[config.mk]
export PLATFORM = sky130hd
export DESIGN_NAME = ddr3_init_seq
export DESIGN_NICKNAME = d
export VERILOG_FILES = /design/src/rtl/ddr3i_pkg.sv /design/src/rtl/ddr3i_timer.sv /design/src/rtl/ddr3i_cmd_gen.sv /design/src/rtl/ddr3_init_seq.sv
export SDC_FILE = /design/constraint.sdc
export NUM_CORES = 1
export LEC_CHECK = 0
export BUFFER_PORTS_ARGS = -buffer_cell sky130_fd_sc_hd__buf_4
export CORE_ASPECT_RATIO = 0.5
export CORE_MARGIN = 5
export CORE_UTILIZATION = 40
export DETAILED_ROUTE_END_ITERATION = 6
export PLACE_DENSITY = 0.68
export SLEW_MARGIN = 10
export SYNTH_ARGS = -nofsm -noshare
export SYNTH_HDL_FRONTEND = slang
export SYNTH_HIERARCHICAL = 1
export SYNTH_SLANG_ARGS = --single-unit
[constraint.sdc]
create_clock -name clk -period 3 [get_ports clk]
set_clock_uncertainty 0.2 [all_clocks]
set_input_delay 0 -clock clk [delete_from_list [all_inputs] [get_ports clk]]
set_output_delay 0 -clock clk [all_outputs]
set_load 0.01 [all_outputs]
[src/rtl/ddr3i_pkg.sv]
`timescale 1ns/1ps
package ddr3i_pkg;

    typedef struct packed {
        logic cs_n;
        logic ras_n;
        logic cas_n;
        logic we_n;
    } ctl_t;

    typedef enum logic [3:0] {
        PH_RESET    = 4'd0,
        PH_CKE_WAIT = 4'd1,
        PH_XPR      = 4'd2,
        PH_MR2      = 4'd3,
        PH_MR3      = 4'd4,
        PH_MR1      = 4'd5,
        PH_MR0      = 4'd6,
        PH_ZQ       = 4'd7,
        PH_DONE     = 4'd8
    } phase_e;

    localparam ctl_t CTL_NOP  = '{cs_n: 1'b0, ras_n: 1'b1, cas_n: 1'b1, we_n: 1'b1};
    localparam ctl_t CTL_MRS  = '{cs_n: 1'b0, ras_n: 1'b0, cas_n: 1'b0, we_n: 1'b0};
    localparam ctl_t CTL_ZQCL = '{cs_n: 1'b0, ras_n: 1'b1, cas_n: 1'b1, we_n: 1'b0};

    // cycles covering a time span, rounded up
    function automatic int ns_to_cycles(longint span_ns, longint clk_khz);
        return int'((span_ns * clk_khz + 64'd999_999) / 64'd1_000_000);
    endfunction

    function automatic int max2(int a, int b);
        return (a > b) ? a : b;
    endfunction

    // mode register contents at the 800 MT/s operating point
    function automatic logic [15:0] mr_word(phase_e p);
        logic [15:0] w;
        w = '0;
        case (p)
            PH_MR2: w = '0;                 // full array, CWL 5, no ASR/SRT, no dyn ODT
            PH_MR3: w = '0;                 // MPR off
            PH_MR1: w[2] = 1'b1;            // DLL on, RZQ/6 drive, Rtt_nom RZQ/4
            PH_MR0: begin
                w[6:4]  = 3'b010;           // CAS latency 6
                w[8]    = 1'b1;             // DLL reset
                w[11:9] = 3'b010;           // write recovery 6
            end
            PH_ZQ:  w[10] = 1'b1;           // long calibration
            default: w = '0;
        endcase
        return w;
    endfunction

    function automatic logic [2:0] mr_bank(phase_e p);
        case (p)
            PH_MR2:  return 3'd2;
            PH_MR3:  return 3'd3;
            PH_MR1:  return 3'd1;
            default: return 3'd0;
        endcase
    endfunction

endpackage

[src/rtl/ddr3i_timer.sv]
`timescale 1ns/1ps
module ddr3i_timer #(
    parameter int CNT_W   = 8,
    parameter int RST_VAL = 0
) (
    input  logic             clk,
    input  logic             rst,
    input  logic             load,
    input  logic [CNT_W-1:0] load_val,
    output logic             expired
);
    logic [CNT_W-1:0] cnt_q;

    assign expired = (cnt_q == '0);

    always_ff @(posedge clk) begin
        if (rst)
            cnt_q <= CNT_W'(RST_VAL);
        else if (load)
            cnt_q <= load_val;
        else if (!expired)
            cnt_q <= cnt_q - CNT_W'(1);
    end
endmodule

[src/rtl/ddr3i_cmd_gen.sv]
`timescale 1ns/1ps
module ddr3i_cmd_gen
    import ddr3i_pkg::*;
#(
    parameter int ROW_W = 14
) (
    input  phase_e           phase,
    input  logic             issue,
    output ctl_t             ctl,
    output logic [2:0]       ba,
    output logic [ROW_W-1:0] addr
);
    logic is_mr, is_zq;

    assign is_mr = (phase == PH_MR2) || (phase == PH_MR3) ||
                   (phase == PH_MR1) || (phase == PH_MR0);
    assign is_zq = (phase == PH_ZQ);

    always_comb begin
        ctl  = CTL_NOP;
        ba   = '0;
        addr = '0;
        if (issue && (is_mr || is_zq)) begin
            ctl  = is_zq ? CTL_ZQCL : CTL_MRS;
            ba   = mr_bank(phase);
            addr = ROW_W'(mr_word(phase));
        end
    end
endmodule

[src/rtl/ddr3_init_seq.sv]
`timescale 1ns/1ps
module ddr3_init_seq
    import ddr3i_pkg::*;
#(
    parameter int CLK_KHZ       = 200_000,
    parameter int SKIP_PUP_WAIT = 0,
    parameter int ROW_W         = 14,
    parameter int T_RSTLOW_NS   = 200_000,
    parameter int T_CKEWAIT_NS  = 500_000,
    parameter int T_XPR_NS      = 360,
    parameter int T_XPR_MINCYC  = 5,
    parameter int T_MRD_CYC     = 4,
    parameter int T_MOD_CYC     = 12,
    parameter int T_ZQINIT_CYC  = 512
) (
    input  logic             clk,
    input  logic             rst,
    output logic             mem_rst_n,
    output logic             mem_cke,
    output logic             mem_cs_n,
    output logic             mem_ras_n,
    output logic             mem_cas_n,
    output logic             mem_we_n,
    output logic [2:0]       mem_ba,
    output logic [ROW_W-1:0] mem_addr,
    output logic             init_done
);
    localparam int RST_CYC = (SKIP_PUP_WAIT != 0) ? 1 :
                             max2(1, ns_to_cycles(T_RSTLOW_NS, CLK_KHZ));
    localparam int CKE_CYC = (SKIP_PUP_WAIT != 0) ? 1 :
                             max2(1, ns_to_cycles(T_CKEWAIT_NS, CLK_KHZ));
    localparam int XPR_CYC = max2(T_XPR_MINCYC, ns_to_cycles(T_XPR_NS, CLK_KHZ));
    localparam int MAXD    = max2(max2(RST_CYC, CKE_CYC),
                                  max2(max2(XPR_CYC, T_ZQINIT_CYC), max2(T_MRD_CYC, T_MOD_CYC)));
    localparam int CNT_W   = $clog2(MAXD) + 1;

    function automatic int dur_of(phase_e p);
        case (p)
            PH_RESET:                 return RST_CYC;
            PH_CKE_WAIT:              return CKE_CYC;
            PH_XPR:                   return XPR_CYC;
            PH_MR2, PH_MR3, PH_MR1:   return T_MRD_CYC;
            PH_MR0:                   return T_MOD_CYC;
            PH_ZQ:                    return T_ZQINIT_CYC;
            default:                  return 1;
        endcase
    endfunction

    phase_e           phase_q, phase_nxt;
    logic             issue_q;
    logic             expired, advance;
    logic [CNT_W-1:0] next_len;
    ctl_t             ctl;

    assign phase_nxt = phase_e'(phase_q + 4'd1);
    assign advance   = expired && (phase_q != PH_DONE);
    assign next_len  = CNT_W'(dur_of(phase_nxt) - 1);

    ddr3i_timer #(
        .CNT_W   (CNT_W),
        .RST_VAL (RST_CYC - 1)
    ) timer_i (
        .clk      (clk),
        .rst      (rst),
        .load     (advance),
        .load_val (next_len),
        .expired  (expired)
    );

    always_ff @(posedge clk) begin
        if (rst) begin
            phase_q <= PH_RESET;
            issue_q <= 1'b0;
        end else begin
            issue_q <= advance;
            if (advance)
                phase_q <= phase_nxt;
        end
    end

    ddr3i_cmd_gen #(.ROW_W(ROW_W)) cmd_i (
        .phase (phase_q),
        .issue (issue_q),
        .ctl   (ctl),
        .ba    (mem_ba),
        .addr  (mem_addr)
    );

    assign mem_cs_n  = ctl.cs_n;
    assign mem_ras_n = ctl.ras_n;
    assign mem_cas_n = ctl.cas_n;
    assign mem_we_n  = ctl.we_n;
    assign mem_rst_n = (phase_q != PH_RESET);
    assign mem_cke   = (phase_q >= PH_XPR);
    assign init_done = (phase_q == PH_DONE);
endmodule

* Yosys cells after proc, flatten, opt, wreduce, memory -nomap -nowiden
Memories as Yosys holds them, arrays and structs flattened.
Index checks and enable logic that the tools add are counted.
** Storage, ports and cells
- Memories kept :: 1
- Output and inout bits :: 24
- Bits in registers :: 23
- Input bits :: 2
- ROM bits :: 88
** Memory list
- (no name shown) :: words 8, bits a word 11, rd ports 1, clocked after memory_dff 0, write ports 0, line ddr3_init_seq.sv:38 : case (p)
** Operators by class
- Equal/unequal tests :: 8
- $lt $le $gt $ge :: 1
- Reductions and logical operators :: 9
- $add $sub $neg :: 3
- Mux-type cells :: 12
** Operator list (number)
- $mux W18 :: 3
- $logic_not A18 Y1 :: 1
- $sub A18 B1 Y18 const B :: 1
- $sub A18 B2 Y18 const B :: 1
- $eq A4 B3 Y1 const B :: 4
- $mux W11 :: 1
- $mux W3 :: 2
- $pmux W2 S3 :: 1
- $add A4 B1 Y4 const B :: 1
- $eq A4 B2 Y1 const B :: 1
- $eq A4 B4 Y1 const B :: 1
- $ge A4 B2 Y1 const B :: 1
- $logic_or A1 B1 Y1 :: 4
- $mux W4 :: 1
- $ne A4 B4 Y1 const B :: 1
- $reduce_bool A4 Y1 :: 1
- $mux W1 :: 3
- $logic_and A1 B1 Y1 :: 2
- $mux W2 :: 1
- $ne A2 B1 Y1 const B :: 1
- $reduce_or A2 Y1 :: 1

* Logic depth before layout (Yosys ltp)
- Word-level depth :: 7
- Gate-level depth with buffers :: 12
- Depth with buffers taken out :: 10

* By module
The synthesis kept the hierarchy.
** Modules (own cells, without submodules)
- ddr3i_timer :: area an instance 1007.2 µm², times used 1, sequential area each 360.3 µm², cells an instance 117
- ddr3_init_seq :: area an instance 575.6 µm², times used 1, sequential area each 100.1 µm², cells an instance 79
- ddr3i_cmd_gen :: area an instance 217.7 µm², times used 1, sequential area each 0.0 µm², cells an instance 27

* Least setup slack after synthesis
Ideal clock, no wire load.
- Kind :: register -> register
- Start point :: register timer_i.cnt_q[2]
- End point :: register timer_i.cnt_q[13]
- Setup slack :: -132 ps
- Data arrival time :: 2867 ps
- Period minus slack after synthesis :: 3132 ps
- Cell stages (with the launch flop) :: 12
- Setup time :: 65 ps
- Path through :: dfxtp_1 -> or4_4 -> buf_6 -> or4_4 -> buf_6 -> nor3_4 -> nand2_1 -> inv_1 -> clkbuf_1 -> clkbuf_1 -> a22oi_1 -> nor2_1
** On the way
- Word-level cells in the longest chain between the ends :: 3
- Elaborated cells on any way between the ends :: 6
- Those cells by class :: add/sub (1); eq/ne (1); mux (2); reduce/logical (2)
** Ends and longest elaborated chain
- from (decl) :: line ddr3i_timer.sv:12 : logic [CNT_W-1:0] cnt_q;
- from (signal assigned) :: line ddr3i_timer.sv:18 : cnt_q <= CNT_W'(RST_VAL);
- from (signal assigned) :: line ddr3i_timer.sv:20 : cnt_q <= load_val;
- from (signal assigned) :: line ddr3i_timer.sv:22 : cnt_q <= cnt_q - CNT_W'(1);
- $logic_not A18 Y1 * :: line ddr3i_timer.sv:14 : assign expired = (cnt_q == '0);
- via expired :: line ddr3_init_seq.sv:51 : logic expired, advance;
- $logic_and A1 B1 Y1 * :: line ddr3_init_seq.sv:56 : assign advance = expired && (phase_q != PH_DONE);
- via advance :: line ddr3_init_seq.sv:51
- $ne A2 B1 Y1 (no line) or $mux W18 (tied branches)
The timed path passes the listed nets; every way through them passes the cells marked *. The select of a mux whose other input is x is not followed.
A chain may end at the register's enable or synchronous reset.

* Final worst setup path
- Start point :: register timer_i.cnt_q[8]
- End point :: register timer_i.cnt_q[11]
The elaborated chain is that of the path after synthesis.

==> results_dict.tcl <==
set metrics [dict create \
    hold_viol 0 \
    drt_first_iter_violations 172 \
    wirelength_mm 4.03 \
    period_share 0.936 \
    synth-seq-area-share 0.256 \
    num_vias 1607 \
    start_kind "register" \
    synth-edff-count 0 \
    nets 246 \
    path_max_fanout 8 \
    setup_viol 0 \
    clk_pin_slew_ns 0.08 \
    core.rowCount 17 \
    diodes 0 \
    die_area_um2 6020 \
    ctsResizeCount 0 \
    clockBufferDepth 2 \
    ys_warn_count 6 \
    synth_ff_type "dfxtp_1" \
    tightest_slew_ns 0.523 \
    startpoint "timer_i/cnt_q[8]" \
    die_x_um 105 \
    synthArstFlopShare 0 \
    grt_pass1_vias 1389 \
    power_density_nw_per_um2 276 \
    ys_ff_latch 23 \
    critPathKind "register to register" \
    reg2reg_to "timer_i/cnt_q[11]" \
    clock_sinks 23 \
    syn_avg_cell_area_um2 8.07 \
    h-tree-depth 1 \
    track_usage 0.133 \
    rsz0062_at_grt "false" \
    portBuffers 13 \
    ios 26 \
    fmax_mhz 356 \
    min_path_cells 2 \
    cp.arrival_ns 2.77 \
    cts_tree "yes" \
    synthAdderAreaFrac 0.0625 \
    antenna_found_initial 0 \
    netlist_area_um2 1800 \
    setup_slack_ns 0.192 \
    slew_violations 0 \
    slew_headroom 0.648 \
    synth_cell_types 54 \
    grt_pass1_wl_mm 6.66 \
    overflow 0 \
    core_region_area_um2 4380 \
    numCtsBuffers 3 \
    synth_top_family_by_area "simple AND/OR/NAND/NOR gates" \
    drcViolationCount 0 \
    detail_route.vias_per_cell 5.52 \
    leakage_nw 0.785 \
    syn_inst 223 \
    drive_gt1_frac 0.158 \
    drv_cap 0 \
    postPlaceCellArea_um2 1900 \
    crit_end "timer_i/cnt_q[11]" \
    start_util 0.411 \
    r2r_slack_ns 0.19 \
    clock-root-buffer "clkbuf_8" \
    drtAntennaViolNets 0 \
    die_h_um 57.4 \
    synthSimpleGateAreaFrac 0.262 \
    num-fill-cells 432 \
    clk_latency_ns 0.27 \
    rr_worst_depth 7 \
    place_hpwl_mm 2.97 \
    hold_class "register to register" \
    tns_ns 0 \
    period_minus_slack_ns 2.81 \
    endpoint_kind "register" \
    cts_setup_buffers 0 \
    timing.rr.start "timer_i/cnt_q[8]" \
    synth_compound_area_frac 0.210 \
    dp_worst_setup_slack_ns 0.233 \
    peakVddDrop_mv 0.180 \
    status "complete, no violations" \
    wl_per_cell_um 13.8 \
    fin_area_um2 1950 \
    drt-pass1-iter-count 4 \
    synthXorXnorAreaFrac 0.0862 \
    synthMuxAreaShare 0.0111 \
    grt_max_degree 24 \
    cp_data_required_time_ns 2.96 \
    areaGrowthSynthToFinish_pct 8.48 \
    place_congestion 0.871 \
]
cell type report:
cell class	instances	area, um2	area share
multi-input cells	176	1180	0.605
flip-flops and latches	23	460	0.236
repair buffers	20	153	0.0782
well taps	57	71.3	0.0365
clock buffers	4	45.0	0.0231
inverters	11	41.3	0.0211
layout by cell type (no fill, tap or decap), types with 3 or more instances in the layout:
master	count
buf_4	19
dfxtp_1	23
nor3b_1	3
nor4_1	4
nand2_1	13
a221o_1	3
xor2_1	5
or3_1	5
xnor2_1	9
inv_1	11
a21oi_1	24
conb_1	12
nand2b_1	4
or4_1	4
nor2_1	21
nor3_1	8
o31ai_1	4
ha_1	9
o21ai_0	7
clkbuf_8	3
stage by stage:
step	total power, mW	std cells	hold WS, ns	utilization
floorplan	0.352	234	-0.131	-
global placement	0.345	286	0.146	0.433
detailed placement	0.346	286	0.153	0.433
CTS	0.545	291	0.332	0.446
global route	0.559	291	0.385	0.446
finish	0.540	291	0.334	0.446
per-layer routing:
layer	track usage	share of wire	vias to the layer above
met1	0.175	0.48	760
met3	0.0362	0.072	5
met4	0.0437	0.0099	0
met5	0	0	-
met2	0.214	0.44	46
li1	-	-	796
cells by family (layout without fill, tap and decap cells):
kind of cell | count (synthesis) | in the layout
flops | 23 | 23
simple gates | 79 | 79
fa+ha+maj | 9 | 9
compound gates | 58 | 58
xor+xnor | 16 | 16
mux | 2 | 2
other cells | 1 | 12
buf+inv | 35 | 35
synth_stat cells (5+ instances only):
master    count  area share
clkbuf_1      7       0.015
ha_1          9       0.063
o21ai_0       7       0.019
nor2_1       21       0.044
xor2_1        5       0.024
inv_1        11       0.023
buf_4        14       0.058
a21oi_1      24       0.067
or3_1         5       0.017
nor3_1        8       0.022
nand2_1      13       0.027
dfxtp_1      23        0.26
xnor2_1       9       0.044
where the power goes:
group | internal [mW] | leakage, nW | switching (mW) | total, mW
Clock | 0.0952 | 0.0228 | 0.104 | 0.199
Combinational | 0.00872 | 0.576 | 0.0208 | 0.0295
Sequential | 0.308 | 0.186 | 0.00264 | 0.311
state kept, by name (all words and copies together), names as in the netlist:
signal,count
timer_i/cnt_q,18
phase_q,4
issue_q,1
how the worst min path moves through the flow:
stage                            from                 to  slack [ns]
global placement                  rst            issue_q        0.15
global route        timer_i/cnt_q[16]  timer_i/cnt_q[16]        0.38
floorplan                         rst         phase_q[1]       -0.13
finish              timer_i/cnt_q[16]  timer_i/cnt_q[16]        0.33
detailed placement                rst         phase_q[3]        0.15
CTS                 timer_i/cnt_q[16]  timer_i/cnt_q[16]        0.33
repair_timing:
item | 4_1_cts | 5_1_grt
endpoints found under the setup margin | 0 | 0
hold buffers | 1 | 0
hold endpoints to repair | 23 | 0
critical path: stages, from the launching register on:
cell	delay, ns
dfxtp_1	0.35
or4_1	0.61
or3_1	0.49
nor3_4	0.24
nand2_1	0.09
inv_1	0.21
a21oi_1	0.17
a221o_1	0.36
Note: power is estimated with default switching activity, not from simulation.
